--- src/rtl/mcc_pkg.sv ---
package mcc_pkg;

  localparam int OPW = 6;
  localparam int STW = 4;

  typedef enum logic [STW-1:0] {
    ST_FETCH  = 4'b0000,
    ST_DECODE = 4'b0001,
    ST_BEQ    = 4'b0010,
    ST_RX     = 4'b0100,
    ST_RWB    = 4'b0101,
    ST_OX     = 4'b0110,
    ST_OWB    = 4'b0111,
    ST_LA     = 4'b1000,
    ST_LM     = 4'b1001,
    ST_LWB    = 4'b1010,
    ST_SA     = 4'b1011,
    ST_SM     = 4'b1100
  } state_e;

  localparam logic [OPW-1:0] OPC_RTYPE = 6'b000000;
  localparam logic [OPW-1:0] OPC_BEQ   = 6'b000100;
  localparam logic [OPW-1:0] OPC_ORI   = 6'b001101;
  localparam logic [OPW-1:0] OPC_LW    = 6'b100011;
  localparam logic [OPW-1:0] OPC_SW    = 6'b101011;

  localparam logic [1:0] AOP_ADD  = 2'b00;
  localparam logic [1:0] AOP_SUB  = 2'b01;
  localparam logic [1:0] AOP_FUNC = 2'b10;
  localparam logic [1:0] AOP_OR   = 2'b11;

  localparam logic [1:0] SB_FOUR = 2'b00;
  localparam logic [1:0] SB_RT   = 2'b01;
  localparam logic [1:0] SB_IMSH = 2'b10;
  localparam logic [1:0] SB_IMM  = 2'b11;

  typedef struct packed {
    logic       pc_wr;
    logic       pc_wr_cond;
    logic       pc_src;
    logic       mem_rd;
    logic       mem_wr;
    logic       addr_sel;
    logic       ir_wr;
    logic       reg_wr;
    logic       reg_dst;
    logic       mem_to_reg;
    logic       alu_src_a;
    logic [1:0] alu_src_b;
    logic       ext_sign;
    logic [1:0] alu_op;
  } ctrl_t;

  // Dispatch target for an opcode seen in decode; unknown codes go to fetch.
  function automatic state_e dispatch(input logic [OPW-1:0] op);
    case (op)
      OPC_RTYPE: return ST_RX;
      OPC_ORI:   return ST_OX;
      OPC_LW:    return ST_LA;
      OPC_SW:    return ST_SA;
      OPC_BEQ:   return ST_BEQ;
      default:   return ST_FETCH;
    endcase
  endfunction

  // PC load rule: unconditional write, or conditional write gated by zero.
  function automatic logic pc_load(input logic wr, input logic wr_cond, input logic zero);
    return wr | (wr_cond & zero);
  endfunction

endpackage

--- src/rtl/mcc_next_state.sv ---
module mcc_next_state
  import mcc_pkg::*;
(
  input  state_e         cur,
  input  logic [OPW-1:0] opcode,
  output state_e         nxt,
  output logic           in_dispatch
);

  assign in_dispatch = (cur == ST_DECODE);

  always_comb begin
    case (cur)
      ST_FETCH:  nxt = ST_DECODE;
      ST_DECODE: nxt = dispatch(opcode);
      ST_RX:     nxt = ST_RWB;
      ST_OX:     nxt = ST_OWB;
      ST_LA:     nxt = ST_LM;
      ST_LM:     nxt = ST_LWB;
      ST_SA:     nxt = ST_SM;
      default:   nxt = ST_FETCH;
    endcase
  end

endmodule

--- src/rtl/mcc_ctrl_decode.sv ---
module mcc_ctrl_decode
  import mcc_pkg::*;
(
  input  state_e cur,
  output ctrl_t  ctl
);

  always_comb begin
    ctl = '0;
    case (cur)
      ST_FETCH: begin
        ctl.mem_rd    = 1'b1;
        ctl.ir_wr     = 1'b1;
        ctl.alu_src_b = SB_FOUR;
        ctl.alu_op    = AOP_ADD;
        ctl.pc_wr     = 1'b1;
      end
      ST_DECODE: begin
        ctl.alu_src_b = SB_IMSH;
        ctl.ext_sign  = 1'b1;
        ctl.alu_op    = AOP_ADD;
      end
      ST_BEQ: begin
        ctl.alu_src_a  = 1'b1;
        ctl.alu_src_b  = SB_RT;
        ctl.alu_op     = AOP_SUB;
        ctl.pc_wr_cond = 1'b1;
        ctl.pc_src     = 1'b1;
      end
      ST_RX: begin
        ctl.alu_src_a = 1'b1;
        ctl.alu_src_b = SB_RT;
        ctl.alu_op    = AOP_FUNC;
      end
      ST_RWB: begin
        ctl.reg_wr  = 1'b1;
        ctl.reg_dst = 1'b1;
      end
      ST_OX: begin
        ctl.alu_src_a = 1'b1;
        ctl.alu_src_b = SB_IMM;
        ctl.alu_op    = AOP_OR;
      end
      ST_OWB: ctl.reg_wr = 1'b1;
      ST_LA, ST_SA: begin
        ctl.alu_src_a = 1'b1;
        ctl.alu_src_b = SB_IMM;
        ctl.ext_sign  = 1'b1;
        ctl.alu_op    = AOP_ADD;
      end
      ST_LM: begin
        ctl.mem_rd   = 1'b1;
        ctl.addr_sel = 1'b1;
      end
      ST_LWB: begin
        ctl.reg_wr     = 1'b1;
        ctl.mem_to_reg = 1'b1;
      end
      ST_SM: begin
        ctl.mem_wr   = 1'b1;
        ctl.addr_sel = 1'b1;
      end
      default: ctl = '0;
    endcase
  end

endmodule

--- src/rtl/mcc_controller.sv ---
module mcc_controller
  import mcc_pkg::*;
(
  input  logic       clk,
  input  logic       rst,
  input  logic [5:0] opcode,
  input  logic       alu_zero,
  output logic       pc_wr,
  output logic       pc_wr_cond,
  output logic       pc_src,
  output logic       pc_en,
  output logic       mem_rd,
  output logic       mem_wr,
  output logic       addr_sel,
  output logic       ir_wr,
  output logic       reg_wr,
  output logic       reg_dst,
  output logic       mem_to_reg,
  output logic       alu_src_a,
  output logic [1:0] alu_src_b,
  output logic       ext_sign,
  output logic [1:0] alu_op
);

  state_e st_q;
  state_e st_d;
  logic   in_dispatch;
  ctrl_t  ctl;

  mcc_next_state u_next (
    .cur         (st_q),
    .opcode      (opcode),
    .nxt         (st_d),
    .in_dispatch (in_dispatch)
  );

  mcc_ctrl_decode u_dec (
    .cur (st_q),
    .ctl (ctl)
  );

  always_ff @(posedge clk) begin
    if (rst) st_q <= ST_FETCH;
    else     st_q <= st_d;
  end

  assign pc_wr      = ctl.pc_wr;
  assign pc_wr_cond = ctl.pc_wr_cond;
  assign pc_src     = ctl.pc_src;
  assign mem_rd     = ctl.mem_rd;
  assign mem_wr     = ctl.mem_wr;
  assign addr_sel   = ctl.addr_sel;
  assign ir_wr      = ctl.ir_wr;
  assign reg_wr     = ctl.reg_wr;
  assign reg_dst    = ctl.reg_dst;
  assign mem_to_reg = ctl.mem_to_reg;
  assign alu_src_a  = ctl.alu_src_a;
  assign alu_src_b  = ctl.alu_src_b;
  assign ext_sign   = ctl.ext_sign;
  assign alu_op     = ctl.alu_op;
  assign pc_en      = pc_load(ctl.pc_wr, ctl.pc_wr_cond, alu_zero);

  AST_RESET_FETCH: assert property (@(posedge clk) disable iff (rst)
    $past(rst) |-> (ir_wr && mem_rd && pc_wr));
  AST_DECODE_AFTER_FETCH: assert property (@(posedge clk) disable iff (rst)
    ir_wr |=> (in_dispatch && alu_src_b == SB_IMSH && !reg_wr && !mem_wr));
  AST_RTYPE_WB: assert property (@(posedge clk) disable iff (rst)
    (alu_op == AOP_FUNC) |=> (reg_wr && reg_dst && !mem_to_reg));
  AST_LOAD_WB: assert property (@(posedge clk) disable iff (rst)
    (mem_rd && addr_sel) |=> (reg_wr && mem_to_reg));
  AST_STORE_RET: assert property (@(posedge clk) disable iff (rst)
    mem_wr |=> ir_wr);
  AST_BRANCH_HOLD: assert property (@(posedge clk) disable iff (rst)
    (pc_wr_cond && !alu_zero) |-> !pc_en);
  AST_MEM_EXCL: assert property (@(posedge clk) disable iff (rst)
    !(mem_rd && mem_wr));
  AST_PC_EN_SCOPE: assert property (@(posedge clk) disable iff (rst)
    pc_en |-> (ir_wr || (pc_wr_cond && alu_zero)));

endmodule

--- config.mk ---
export PLATFORM = sky130hd
export DESIGN_NAME = mcc_controller
export DESIGN_NICKNAME = d
export VERILOG_FILES = /design/src/rtl/mcc_pkg.sv /design/src/rtl/mcc_next_state.sv /design/src/rtl/mcc_ctrl_decode.sv /design/src/rtl/mcc_controller.sv
export SDC_FILE = /design/constraint.sdc
export NUM_CORES = 1
export LEC_CHECK = 0
export BUFFER_PORTS_ARGS = -buffer_cell sky130_fd_sc_hd__buf_4
export CORE_MARGIN = 1.5
export CORE_UTILIZATION = 40
export DETAILED_ROUTE_END_ITERATION = 10
export PLACE_DENSITY = 0.74
export SLEW_MARGIN = 5
export SYNTH_ARGS = -nofsm -noshare
export SYNTH_HDL_FRONTEND = slang
export SYNTH_SLANG_ARGS = --single-unit
--- constraint.sdc ---
create_clock -name clk -period 1.4 [get_ports clk]
set_clock_uncertainty 0.2 [all_clocks]
set_input_delay 0 -clock clk [delete_from_list [all_inputs] [get_ports clk]]
set_output_delay 0 -clock clk [all_outputs]
set_load 0.02 [all_outputs]
; Yosys cells after proc, flatten, opt, wreduce, memory -nomap -nowiden
; Index checks and enable logic that the tools add are counted.
[classes]
eq_ne = 15
n_mux = 14
n_bitwise = 2
reduce_logical = 9
[ops]
columns = cell, count
row1 = $pmux 4 s7, 1
row2 = $eq 4x4->1 const B, 5
row3 = $pmux 4 s5, 1
row4 = $eq 4x3->1 const B, 4
row5 = $eq 6x6->1 const B, 2
row6 = $pmux 2 s3, 2
row7 = $mux 1, 9
row8 = $reduce_or 3->1, 3
row9 = $eq 6x3->1 const B, 1
row10 = $eq 6x4->1 const B, 1
row11 = $logic_not 6->1, 1
row12 = $reduce_or 2->1, 3
row13 = $reduce_or 5->1, 1
row14 = $eq 4x1->1 const B, 1
row15 = $eq 4x2->1 const B, 1
row16 = $logic_not 4->1, 1
row17 = $mux 2, 1
row18 = $and 1x1->1, 1
row19 = $or 1x1->1, 1
[word_totals]
regBits = 4
in_bits = 9
output_inout_bits = 17

; Depth between registers and ports, before layout
; Gate-level depths: netlist of the first run.
[logic_depth]
word_depth = 4
depth_mapped = 6
ltp_nobuf = 5

; Hierarchy
; From an unflattened synthesis of the first run, not the netlist that was laid out.
[hier_totals]
cells_unflattened = 70
area_unflattened_um2 = 550.5
[modules_own_cells]
columns = module, instances, cells_each, area_each_um2, seq_area_each_um2
row1 = mcc_ctrl_decode, 1, 31, 237.7, 0.0
row2 = mcc_next_state, 1, 30, 200.2, 0.0
row3 = mcc_controller, 1, 9, 112.6, 80.1

; Worst setup path before layout of the first run
; No wires, ideal clock.
[synth_timing]
path_kind = reg2out
from = reg st_q[2]
to = out pc_wr
arrival_ps = 1609
t_required_ps = 1200
setup_slack_ps = -409
path_stages_with_launch = 5
cell_sequence = dfxtp_1 buf_6 buf_2 nor4_1 buf_4
[synth_between]
elab_chain_len = 2
[synth_rtl]
columns = item, line_no
row1 = from (decl), mcc_controller.sv:25  ; state_e st_q;
row2 = from (signal assigned), mcc_controller.sv:44  ; else st_q <= st_d;
row3 = $logic_not 4->1, -
row4 = $mux 1, -
row5 = to (decl), mcc_controller.sv:8  ; output logic pc_wr,
; Every way passes these cells.

; Final worst setup path of the first run
[layout_timing]
from = reg st_q[2]
to = out alu_src_b[0]
[layout_between]
elab_chain_len = 3
elab_cells_between_ends = 9
[layout_rtl]
columns = item, line_no
row1 = $eq 4x3->1 (tied with other cells), mcc_ctrl_decode.sv:10  ; case (cur)
row2 = $reduce_or 3->1 (no line) / $reduce_or 2->1 (equally long branches), -
row3 = $pmux 2 s3 *, mcc_ctrl_decode.sv:10
row4 = to (decl), mcc_controller.sv:20  ; output logic [1:0] alu_src_b,
; Mark *: on every way between the ends. The rest lies on a longest branch, timed or not.

==> results.yml, run 1 <==
status:
  status: "complete, but fails checks"
  failing_checks: "negative setup slack"
logic_synthesis:
  yosys-top-cells-area: "dfxtp_1, buf_6, nor3_1"
  synth_top_area_cell: "dfxtp_1"
  synth_top_area_share_pct: 14.9
  synth.area.mux_share_pct: 0
  yosys.area_share.adder_pct: 0
  ys_async_rst_share_pct: 0
  syn_nets: 79
  synth-edff-count: 0
  yosys.area_share.simple_pct: 41.6
  yosys_warnings: 0
  synthDistinctLibCells: 33
  synth_xor_xnor_area_share_pct: 3.26
  ys_dominant_reg_cell: "dfxtp_1"
  synthesis.area_per_instance_um2: 7.69
  syn-instance-count: 70
  main_combinational_cell_family_by_area_after_synthesis: "simple AND/OR/NAND/NOR gates"
  syn_area_um2: 538
  proportion_of_synthesized_chip_area_in_sequential_cells_pct: 14.9
  postSynthRegisterBits: 4
  synth_compound_gate_area_share_pct: 22.3
sta:
  setup_viol_count_final: 13
  final_min_period_over_clock_period_pct: 111
  max_clock_freq_mhz: 646
  timing_hold_violations_final: 0
  timing.final.max_slew_violations: 0
  rsz0062_at_grt: "yes"
  worstMarginPinSlew_ns: 0.276
  maxSlewHeadroom_pct: 81.5
  final.min_clock_period_ns: 1.55
  setup_slack_ns: -0.148
worst_setup_path:
  timing.critical_path.to_type: "primary output"
  reg2reg_slack_ns: 0
  critical_path.max_fanout: 4
  critical_path.startpoint_type: "register"
  critical_path.reg2reg.startpoint: "st_q[1]"
  worstPathArrival_ns: 1.35
  rr_endpoint: "st_q[0]"
  worst_reg2reg_path_depth: 3
  cp.required_ns: 1.20
  worstSetupPathType: "register to primary output"
placed_design:
  dpl.hpwl_um: 1160
  place_area_um2: 781
  placement.io_buffers: 25
  routabilityCongestion: 0.775
detailed_routing:
  drt-vias-per-instance: 5.47
  detail-route-antenna-nets: 0
  avgRoutedWirePerCell_um: 14.9
  drt_first_pass_iters: 4
  num_vias: 706
  routed_wl_um: 1920
  drt_iter0_markers: 2
  post_route_drc_violation_count: 0
floorplan:
  total_die_area_um2: 1570
  start_util_pct: 42.4
  design.portCount: 26
  rows: 13
  placeableCoreArea_um2: 1270
  die-height_um: 39.7
  dieWidth_um: 39.7
final_layout:
  final_design_area_no_fill_um2: 1050
  finalNetCount: 125
  post_route_cells_drive_above_1_share_pct: 61.4
  fin_util_pct: 82.5
  num_antenna_cells: 0
  layout-area-overhead-vs-synth_pct: 94.7
  layout.filler_cells: 81
  largest_reg_flops: 4
  largest_register: "st_q"
  sequential_cell_area_in_the_final_layout_um2: 92.6
  multi_input_comb_area_um2: 452
  layout_top_registers: "st_q: 4 flops"
global_routing:
  first_pass_grt_wire_length_um: 2690
  grt_max_degree: 8
  antenna_found_initial: 0
  gr-usage-all-layers_pct: 26.3
  gr-total-overflow: 0
  grt_pass1_vias: 660
clock_tree:
  clkLatencyLatePin_ns: 0.23
  clock-sinks: 4
  cts_max_path_buffers: 2
  cts.clk_slew.worst_paths_ns: 0.04
  numCtsBuffers: 3
  cts_max_level: 1
  tritoncts: "yes"
  clk_root_buffer_cell: "clkbuf_4"
power_and_ir_drop:
  p_leak_nw: 0.479
  vdd.ir_drop.worst_mv: 0.284
  powerDensity_nw_per_um2: 451
  p_total_w: 0.000472
min_path:
  hold_path_depth: 4
  class_of_the_tightest_hold_or_removal_check: "primary input to primary output"
  hold_endpoint: "pc_en"
  worst_hold_startpoint: "alu_zero"
run:
  max_capacitance_violation_count: 0
==> synthesized netlist by cell type, types with 2 or more instances <==
cell type / n
nand3_1: 2
nand2b_1: 2
and3b_1: 2
buf_6: 4
a21oi_1: 2
nor2_1: 7
nor3b_1: 3
nand2_1: 2
xor2_1: 2
inv_1: 3
and3_1: 2
dfxtp_1: 4
o21ai_0: 7
nor3_1: 7
buf_4: 2
a221oi_1: 2
==> worst max-delay path by stage <==
stage	startpoint	end	slack (ns)	cells after the start
2_1_floorplan	st_q[2]	pc_wr	-0.14	4
3_3_place_gp	st_q[3]	st_q[2]	0.01	4
3_5_place_dp	st_q[3]	st_q[0]	-0.11	4
4_1_cts	st_q[2]	alu_src_b[0]	-0.13	6
5_1_grt	st_q[0]	alu_src_b[1]	-0.20	6
6_report	st_q[2]	alu_src_b[0]	-0.15	5
==> what timing repair did <==
action | in CTS | in global routing
setup buffers | 2 | 0
cloned | 1 | 0
hold endpoints to repair | 4 | 0
hold buffers | 7 | 0
endpoints found under the setup margin | 18 | 18
pin swaps | 10 | 10
gates resized for setup | 32 | 12
==> area by class of cell <==
class	count	area share, %
clock buffer	3	2.15
tap	15	1.79
multi-input combinational	55	43.1
inverter	3	1.08
timing repair buffer	49	43.0
sequential	4	8.84
==> layer usage <==
layer	vias up	global-route usage, %	routed length (um)
met1	338	23.7	723
met3	4	9.66	80
met5	-	0	0
met4	0	14.7	26
met2	26	49.2	1090
li1	338	-	-
==> cells in the final DEF, fill, tap and decap left out, types with 3 or more instances in the layout <==
cell / netlist / layout
buf_4: 2 / 23
buf_6: 4 / 18
clkbuf_4: 0 / 3
dfxtp_4: 0 / 3
dlygate4sd3_1: 0 / 7
nor2_1: 7 / 4
nor2_2: 0 / 3
nor3_1: 7 / 4
o21ai_1: 0 / 6
==> stage by stage <==
stage,setup TNS (ns),hold WS (ns),setup slack (ns),instances
6_report,-1.10,0.151,-0.148,129
5_1_grt,-2.04,0.187,-0.197,129
4_1_cts,-0.902,0.157,-0.134,129
3_5_place_dp,-0.113,-0.00214,-0.107,116
3_3_place_gp,0,-0.00757,0.0139,116
2_1_floorplan,-0.143,-0.128,-0.139,70
==> power by group <==
part | internal [W] | switching (W) | leakage (nW) | total [W]
Clock | 0.0000958 | 0.0000460 | 0.0138 | 0.000142
Sequential | 0.000115 | 0.00000855 | 0.0352 | 0.000123
Combinational | 0.000112 | 0.0000949 | 0.430 | 0.000207
==> worst max-delay path: stages (launching register included) <==
cell and delay, ns:
dfxtp_2 0.36, buf_6 0.11, and3b_2 0.22, o21ai_1 0.17, o21ai_1 0.10, buf_4 0.16
==> kinds of logic (layout without fill, tap and decap cells) <==
| logic type | count (synthesis) | in the layout |
|---|---|---|
| xor gates and xnor gates | 2 | 2 |
| and+or+nand+nor | 35 | 35 |
| AOI/OAI and AO/OA | 18 | 18 |
| DFF | 4 | 4 |
| buffers and inverters | 11 | 55 |
Note: power is estimated with default switching activity, not from simulation.
==> inputs of run 2 (changes only) <==
--- a/config.mk
+++ b/config.mk
@@ -16 +16,2 @@
 export SYNTH_SLANG_ARGS = --single-unit
+export TNS_END_PERCENT = 20
--- a/constraint.sdc
+++ b/constraint.sdc
@@ -4,2 +4,2 @@
 set_output_delay 0 -clock clk [all_outputs]
-set_load 0.02 [all_outputs]
+set_load 0.1 [all_outputs]
==> run 2 against run 1 <==
Compared with the run above: the flow now stops in clock tree synthesis; synthesized area stayed put; synthesized cell count is the same.
==> results.yml, run 2 <==
status:
  status: "did not finish"
  haltStage: "clock tree synthesis"
  error_message: "[ERROR DPL-0033] detailed placement checks failed during check placement."
floorplan:
  rows: 13
  die-height_um: 39.7
  dieWidth_um: 39.7
  design.portCount: 26
  start_util_pct: 42.4
logic_synthesis:
  yosys_warnings: 0
  yosys-top-cells-area: "dfxtp_1, buf_6, nor3_1"
  postSynthRegisterBits: 4
  ys_dominant_reg_cell: "dfxtp_1"
  syn_nets: 79
  ys_async_rst_share_pct: 0
  synthDistinctLibCells: 33
  syn-instance-count: 70
  syn_area_um2: 538
  synth_top_area_share_pct: 14.9
  commonest_cells_in_the_synthesized_netlist: "nor2_1, nor3_1, o21ai_0, buf_6, dfxtp_1"
  synth-edff-count: 0
  proportion_of_synthesized_chip_area_in_sequential_cells_pct: 14.9
  synthesis.area_per_instance_um2: 7.69
  synth_top_area_cell: "dfxtp_1"
clock_tree:
  cts_max_path_buffers: 2
  postCtsResizedCells: 58
  cts_hold_buffers: 7
  numCtsBuffers: 3
  clk_root_buffer_cell: "clkbuf_4"
  cts_max_level: 1
  post_cts.repair.setup_buffers: 6
  clock-sinks: 4
placed_design:
  placement.io_buffers: 25
  routabilityCongestion: 0.731
  dpl.hpwl_um: 1220
  placement.setup.worst_slack_ns: -0.143
-- run 2: kinds of logic after synthesis --
group / Yosys count / share of synthesized area (%)
XOR/XNOR: 2 / 3.26
AND/OR/NAND/NOR: 35 / 41.6
flip-flops: 4 / 14.9
buffers and inverters: 11 / 17.9
AO/OA/AOI/OAI: 18 / 22.3
-- run 2: through the flow --
step / hold WS [ns] / area [um2] / instances
2_1_floorplan: -0.128 / 612 / 70
3_3_place_gp: -0.00747 / 900 / 123
3_5_place_dp: -0.00358 / 900 / 123
==> inputs of run 3 (changes only) <==
CORE_AREA = 2 2 63 65   (was default)
CORE_MARGIN = default   (was 1.5)
CORE_UTILIZATION = default   (was 40)
DIE_AREA = 0 0 65 67   (was default)
PLACE_DENSITY = default   (was 0.74)
PLACE_DENSITY_LB_ADDON = 0.15   (was default)
clock period = 1.8 ns   (was 1.4 ns; I/O delays follow)
==> run 3 against run 2 <==
Compared with the run above: the flow now finishes without violations.
==> results.yml, run 3 (same netlist as run 1, synthesis figures left out) <==
detailed_routing:
  drt-vias-per-instance: 4.09
  num_vias: 634
  detail-route-antenna-nets: 0
  drt_first_pass_iters: 3
  routed_wl_um: 1630
  drt_iter0_markers: 15
  avgRoutedWirePerCell_um: 10.5
  post_route_drc_violation_count: 0
worst_setup_path:
  cp.required_ns: 1.60
  worstSetupPathType: "register to primary output"
  critical_path.cell_chain: "buf_4 > buf_4 > nor3b_4 > a21o_4 > buf_4"
  cpPeakStageDelay_ns: 0.37
  cp.buffers_inverters: 3
  critical_path.max_fanout: 8
  worstPathArrival_ns: 1.52
  critical_path.slowest_cell: "dfxtp_1"
  cpMostUsedCell: "buf_4"
  critical_path.startpoint_type: "register"
  worst_path_dominant_cell_family: "buffers and inverters"
  timing.critical_path.to_type: "primary output"
clock_tree:
  cts_max_path_buffers: 2
  numCtsBuffers: 3
  cts.clk_slew.worst_paths_ns: 0.03
  clock-sinks: 4
  clk_root_buffer_cell: "clkbuf_8"
  cts_max_level: 1
  clkLatencyLatePin_ns: 0.21
  tritoncts: "yes"
final_layout:
  layout.filler_cells: 411
  layout.cells.most_common_list: "buf_4, nor2_1, dlygate4sd3_1"
  largest_reg_flops: 4
  post_layout_nonfiller_instances: 155
  finalNetCount: 118
  layout-area-overhead-vs-synth_pct: 80.7
  num_antenna_cells: 0
  post_route_cells_drive_above_1_share_pct: 53.3
  largest_register: "st_q"
  commonest_non_fill_non_tap_cell_in_the_layout: "buf_4"
  layout_top_registers: "st_q: 4 flops"
sta:
  worstMarginPinSlew_ns: 0.289
  whs_ns: 0.311
  timing.final.max_slew_violations: 0
  setup_viol_count_final: 0
  timing_hold_violations_final: 0
  max_clock_freq_mhz: 580
  maxSlewHeadroom_pct: 80.7
  final_min_period_over_clock_period_pct: 95.8
  final.min_clock_period_ns: 1.72
  rsz0062_at_grt: "no"
placed_design:
  routabilityCongestion: 0.642
  dp_cells: 145
  dpl.hpwl_um: 1280
  placement.io_buffers: 25
power_and_ir_drop:
  powerDensity_nw_per_um2: 543
  vdd.ir_drop.worst_mv: 0.145
  power_frac_seq_pct: 19.0
  switching_share_pct: 40.7
  p_leak_nw: 0.446
  switching_power_w: 0.000215
  part_of_the_total_power_dissipated_in_combinational_logic_pct: 46.0
  power.share.clock_pct: 35.0
  power.internal_w: 0.000313
floorplan:
  start_util_pct: 14.9
  total_die_area_um2: 4360
  rows: 22
  placeableCoreArea_um2: 3610
  design.portCount: 26
  die-height_um: 67
  dieWidth_um: 65
global_routing:
  first_pass_grt_wire_length_um: 2930
  antenna_found_initial: 0
  grt_max_degree: 11
  gr-usage-all-layers_pct: 8.53
  grt_pass1_vias: 670
  gr-total-overflow: 0
min_path:
  class_of_the_tightest_hold_or_removal_check: "primary input to primary output"
status:
  status: "finished, final reports clean"
run:
  max_capacitance_violation_count: 0
-- run 3: path summary, 6_finish.rpt --
| path | slack (ns) | to | startpoint | cells after the start |
|---|---|---|---|---|
| worst max-delay path | 0.08 | reg_wr | st_q[2] | 5 |
| worst min register to register | 0.45 | st_q[0] | st_q[2] | 2 |
| worst min-delay path | 0.31 | pc_en | alu_zero | 4 |
| worst max register to register | 0.28 | st_q[2] | st_q[2] | 4 |
-- run 3: metal layers --
| metal | vias up | global-route usage (%) | share of wire [%] |
|---|---|---|---|
| li1 | 324 | - | - |
| met1 | 287 | 10.7 | 46 |
| met2 | 20 | 14.7 | 48 |
| met3 | 3 | 0.676 | 4.3 |
| met4 | 0 | 3.99 | 0.98 |
| met5 | - | 0 | 0 |
-- run 3: stage by stage --
| stage | setup TNS (ns) | util [%] | instance area, um2 | total power [W] | worst slack [ns] |
|---|---|---|---|---|---|
| after floorplan | -3.21 | - | 612 | 0.000287 | -0.414 |
| after global placement | 0 | 23.5 | 846 | 0.000330 | 0.141 |
| after detailed placement | 0 | 23.5 | 846 | 0.000330 | 0.179 |
| after CTS | -0.00376 | 26.6 | 958 | 0.000534 | -0.00376 |
| after global routing | 0 | 27.0 | 972 | 0.000556 | 0.0114 |
| final | 0 | 27.0 | 972 | 0.000527 | 0.0762 |
-- run 3: cell type report --
type                            count  area [um2]  share of cell area (%)
Inverter                            3        11.3                    1.16
Multi-Input combinational cell     55         432                    44.4
Clock buffer                        3        41.3                    4.25
Timing Repair Buffer               42         344                    35.4
Sequential cell                     4        83.8                    8.62
Tap cell                           48        60.1                    6.18
-- run 3: what timing repair did --
item / in CTS / in global routing
endpoints found under the hold margin: 4 / 0
gates resized for setup: 2 / 5
buffers inserted: 0 / 0
hold buffers: 7 / 0
setup endpoints to repair: 3 / 7
-- run 3: power groups by stage --
stage,clock network (W),registers (W),logic (W)
2_1_floorplan,0,0.0000947,0.000192
3_3_place_gp,0,0.000101,0.000228
3_5_place_dp,0,0.000101,0.000229
4_1_cts,0.000193,0.000100,0.000241
5_1_grt,0.000199,0.000101,0.000255
6_report,0.000185,0.000100,0.000243
-- run 3: worst reg2reg max path, cell delays in order, from the launching register on --
cell	delay (ns)
dfxtp_1	0.37
buf_4	0.19
nor4b_4	0.28
o211ai_1	0.14
a221oi_1	0.25
==> inputs of run 4 (changes only) <==
ABC_AREA = 1   (was default)
==> run 4 against run 3 <==
Compared with the run above: first-iteration DRC count decreased by 47%; highest routed layer unchanged; the run now ends with negative hold slack left; worst setup slack better by 0.0087 ns; synthesized cell count grew 14%; sequential power fell by 6%.
==> results.yml, run 4 <==
logic_synthesis:
  top_count_cell_post_synth: "nor2_1"
  synthDistinctLibCells: 14
  synth.area.mux_share_pct: 0
  synth-edff-count: 0
  synth_top_area_share_pct: 19.5
  synth_top_area_cell: "dfxtp_1"
  yosys-top-cells-area: "dfxtp_1, nor2_1, inv_1"
  commonest_cells_in_the_synthesized_netlist: "nor2_1, inv_1, nand2_1, nand3_1, a21oi_1"
  ys_dominant_reg_cell: "dfxtp_1"
  yosys_warnings: 0
  syn_nets: 89
  postSynthRegisterBits: 4
  syn-instance-count: 80
  yosys.area_share.simple_pct: 47.6
  synth_xor_xnor_area_share_pct: 0
  ys_async_rst_share_pct: 0
  proportion_of_synthesized_chip_area_in_sequential_cells_pct: 19.5
  main_combinational_cell_family_by_area_after_synthesis: "simple AND/OR/NAND/NOR gates"
  syn_area_um2: 410
  yosys.area_share.adder_pct: 0
  synthesis.area_per_instance_um2: 5.13
  synth_compound_gate_area_share_pct: 13.7
global_routing:
  first_pass_grt_wire_length_um: 2300
  gr-usage-all-layers_pct: 6.89
  grt_max_degree: 8
  antenna_found_initial: 0
  gr-total-overflow: 0
  grt_pass1_vias: 567
sta:
  max_clock_freq_mhz: 583
  final.min_clock_period_ns: 1.72
  timing_hold_violations_final: 1
  fin_setup_tns_ns: 0
  setup_viol_count_final: 0
  maxSlewHeadroom_pct: 81.4
  rsz0062_at_grt: "no"
  whs_ns: -0.00771
  worstMarginPinSlew_ns: 0.282
  timing.final.max_slew_violations: 0
  final_min_period_over_clock_period_pct: 95.3
clock_tree:
  clk_root_buffer_cell: "clkbuf_8"
  post_cts.repair.setup_buffers: 0
  clkLatencyLatePin_ns: 0.22
  cts.clk_slew.worst_paths_ns: 0.03
  numCtsBuffers: 3
  tritoncts: "yes"
  cts_max_level: 1
  clock-sinks: 4
  cts_max_path_buffers: 2
worst_setup_path:
  critical_path.startpoint_type: "register"
  worst_path_dominant_cell_family: "buffers and inverters"
  critical_path.cell_chain: "inv_1 > nor2_2 > inv_1 > nor2_1 > inv_1 > o21ai_1 > buf_4"
  worstSetupPathType: "register to primary output"
  critical_path.max_fanout: 4
  worstPathArrival_ns: 1.52
  cpPeakStageDelay_ns: 0.36
  cp.required_ns: 1.60
  timing.critical_path.to_type: "primary output"
  critical_path.slowest_cell: "dfxtp_1"
  cpMostUsedCell: "inv_1"
  reg2reg_slack_ns: 0.48
  cp.buffers_inverters: 4
final_layout:
  num_antenna_cells: 0
  finalNetCount: 121
  post_route_cells_drive_above_1_share_pct: 40.9
  largest_reg_flops: 4
  layout-area-overhead-vs-synth_pct: 95.7
  layout_top_registers: "st_q: 4 flops"
  commonest_non_fill_non_tap_cell_in_the_layout: "buf_4"
  layout.cells.most_common_list: "buf_4, nor2_1, inv_1"
  largest_register: "st_q"
placed_design:
  routabilityCongestion: 0.674
  dpl.hpwl_um: 1200
  placement.io_buffers: 25
power_and_ir_drop:
  vdd.ir_drop.worst_mv: 0.275
  powerDensity_nw_per_um2: 598
  p_total_w: 0.000480
  p_leak_nw: 0.407
status:
  failing_checks: "negative hold slack"
  status: "complete, but fails checks"
detailed_routing:
  detail-route-antenna-nets: 0
  drt-vias-per-instance: 3.71
  routed_wl_um: 1380
  num_vias: 586
  drt-met1-wl_um: 613
  avgRoutedWirePerCell_um: 8.71
  route.met2.wl_um: 664
  detailroute.wirelength.met3_um: 90
  top_layer_used: "met4"
  drt_first_pass_iters: 4
  drt_iter0_markers: 8
  post_route_drc_violation_count: 0
min_path:
  class_of_the_tightest_hold_or_removal_check: "primary input to register"
floorplan:
  start_util_pct: 11.4
  dieWidth_um: 65
  placeableCoreArea_um2: 3610
  design.portCount: 26
  rows: 22
  die-height_um: 67
  total_die_area_um2: 4360
run:
  max_capacitance_violation_count: 0
==> run 4: changes by cell type after synthesis, sizes merged, moves of 4 or more <==
cell / delta
a21oi: +4
buf: -6
inv: +14
nand2: +10
nand3: +7
nor2: +16
nor3: -6
==> run 4: worst register-to-register path: stages (launching register included) <==
cell and delay [ns]:
dfxtp_1 0.36, inv_1 0.12, nor2_2 0.12, inv_1 0.07, nor2_1 0.16, nor2_1 0.08, a21oi_1 0.13
==> run 4: logic make-up (layout without fill, tap and decap cells) <==
| group | count (synthesis) | after routing |
|---|---|---|
| AOI/OAI and AO/OA | 11 | 11 |
| buffers and inverters | 19 | 49 |
| and+or+nand+nor | 46 | 46 |
| DFF | 4 | 4 |
==> run 4: area by class of cell <==
cell class,count,area [um2]
Fill cell,429,2800
Clock buffer,3,41.3
Tap cell,48,60.1
Sequential cell,4,81.3
Timing Repair Buffer,29,244
Multi-Input combinational cell,57,313
Inverter,17,63.8
==> run 4: path summary, 6_finish.rpt <==
check | start | depth (start not counted) | endpoint
worst min-delay path | opcode[0] | 6 | st_q[2]
worst min register to register | st_q[2] | 3 | st_q[0]
worst max register to register | st_q[0] | 6 | st_q[1]
worst max-delay path | st_q[0] | 7 | addr_sel
==> run 4: layer usage <==
metal  global-route usage (%)  vias to the layer above
met5                        0                        -
met4                     1.60                        0
li1                         -                      309
met2                     13.1                       18
met1                     7.11                      257
met3                     2.53                        2
==> run 4: timing repair <==
action | CTS | global route
hold endpoints to repair | 4 | 0
resized for setup | 3 | 6
pin swaps | 0 | 0
hold buffers | 3 | 0
endpoints found under the setup margin | 3 | 5
==> run 4: report_power, final <==
group / total [W] / internal (W) / switching (W)
combinational: 0.000198 / 0.0000526 / 0.000146
sequential: 0.0000942 / 0.0000918 / 0.00000248
clock: 0.000187 / 0.000142 / 0.0000450
==> run 4: through the flow <==
stage / cell area (um2) / utilization [%] / instances / setup WS (ns)
after global routing: 803 / 22.3 / 158 / 0.0146
after global placement: 702 / 19.5 / 152 / 0.168
after floorplan: 462 / - / 80 / -0.461
after CTS: 785 / 21.8 / 158 / 0.00169
after detailed placement: 702 / 19.5 / 152 / 0.188
final: 803 / 22.3 / 158 / 0.0849
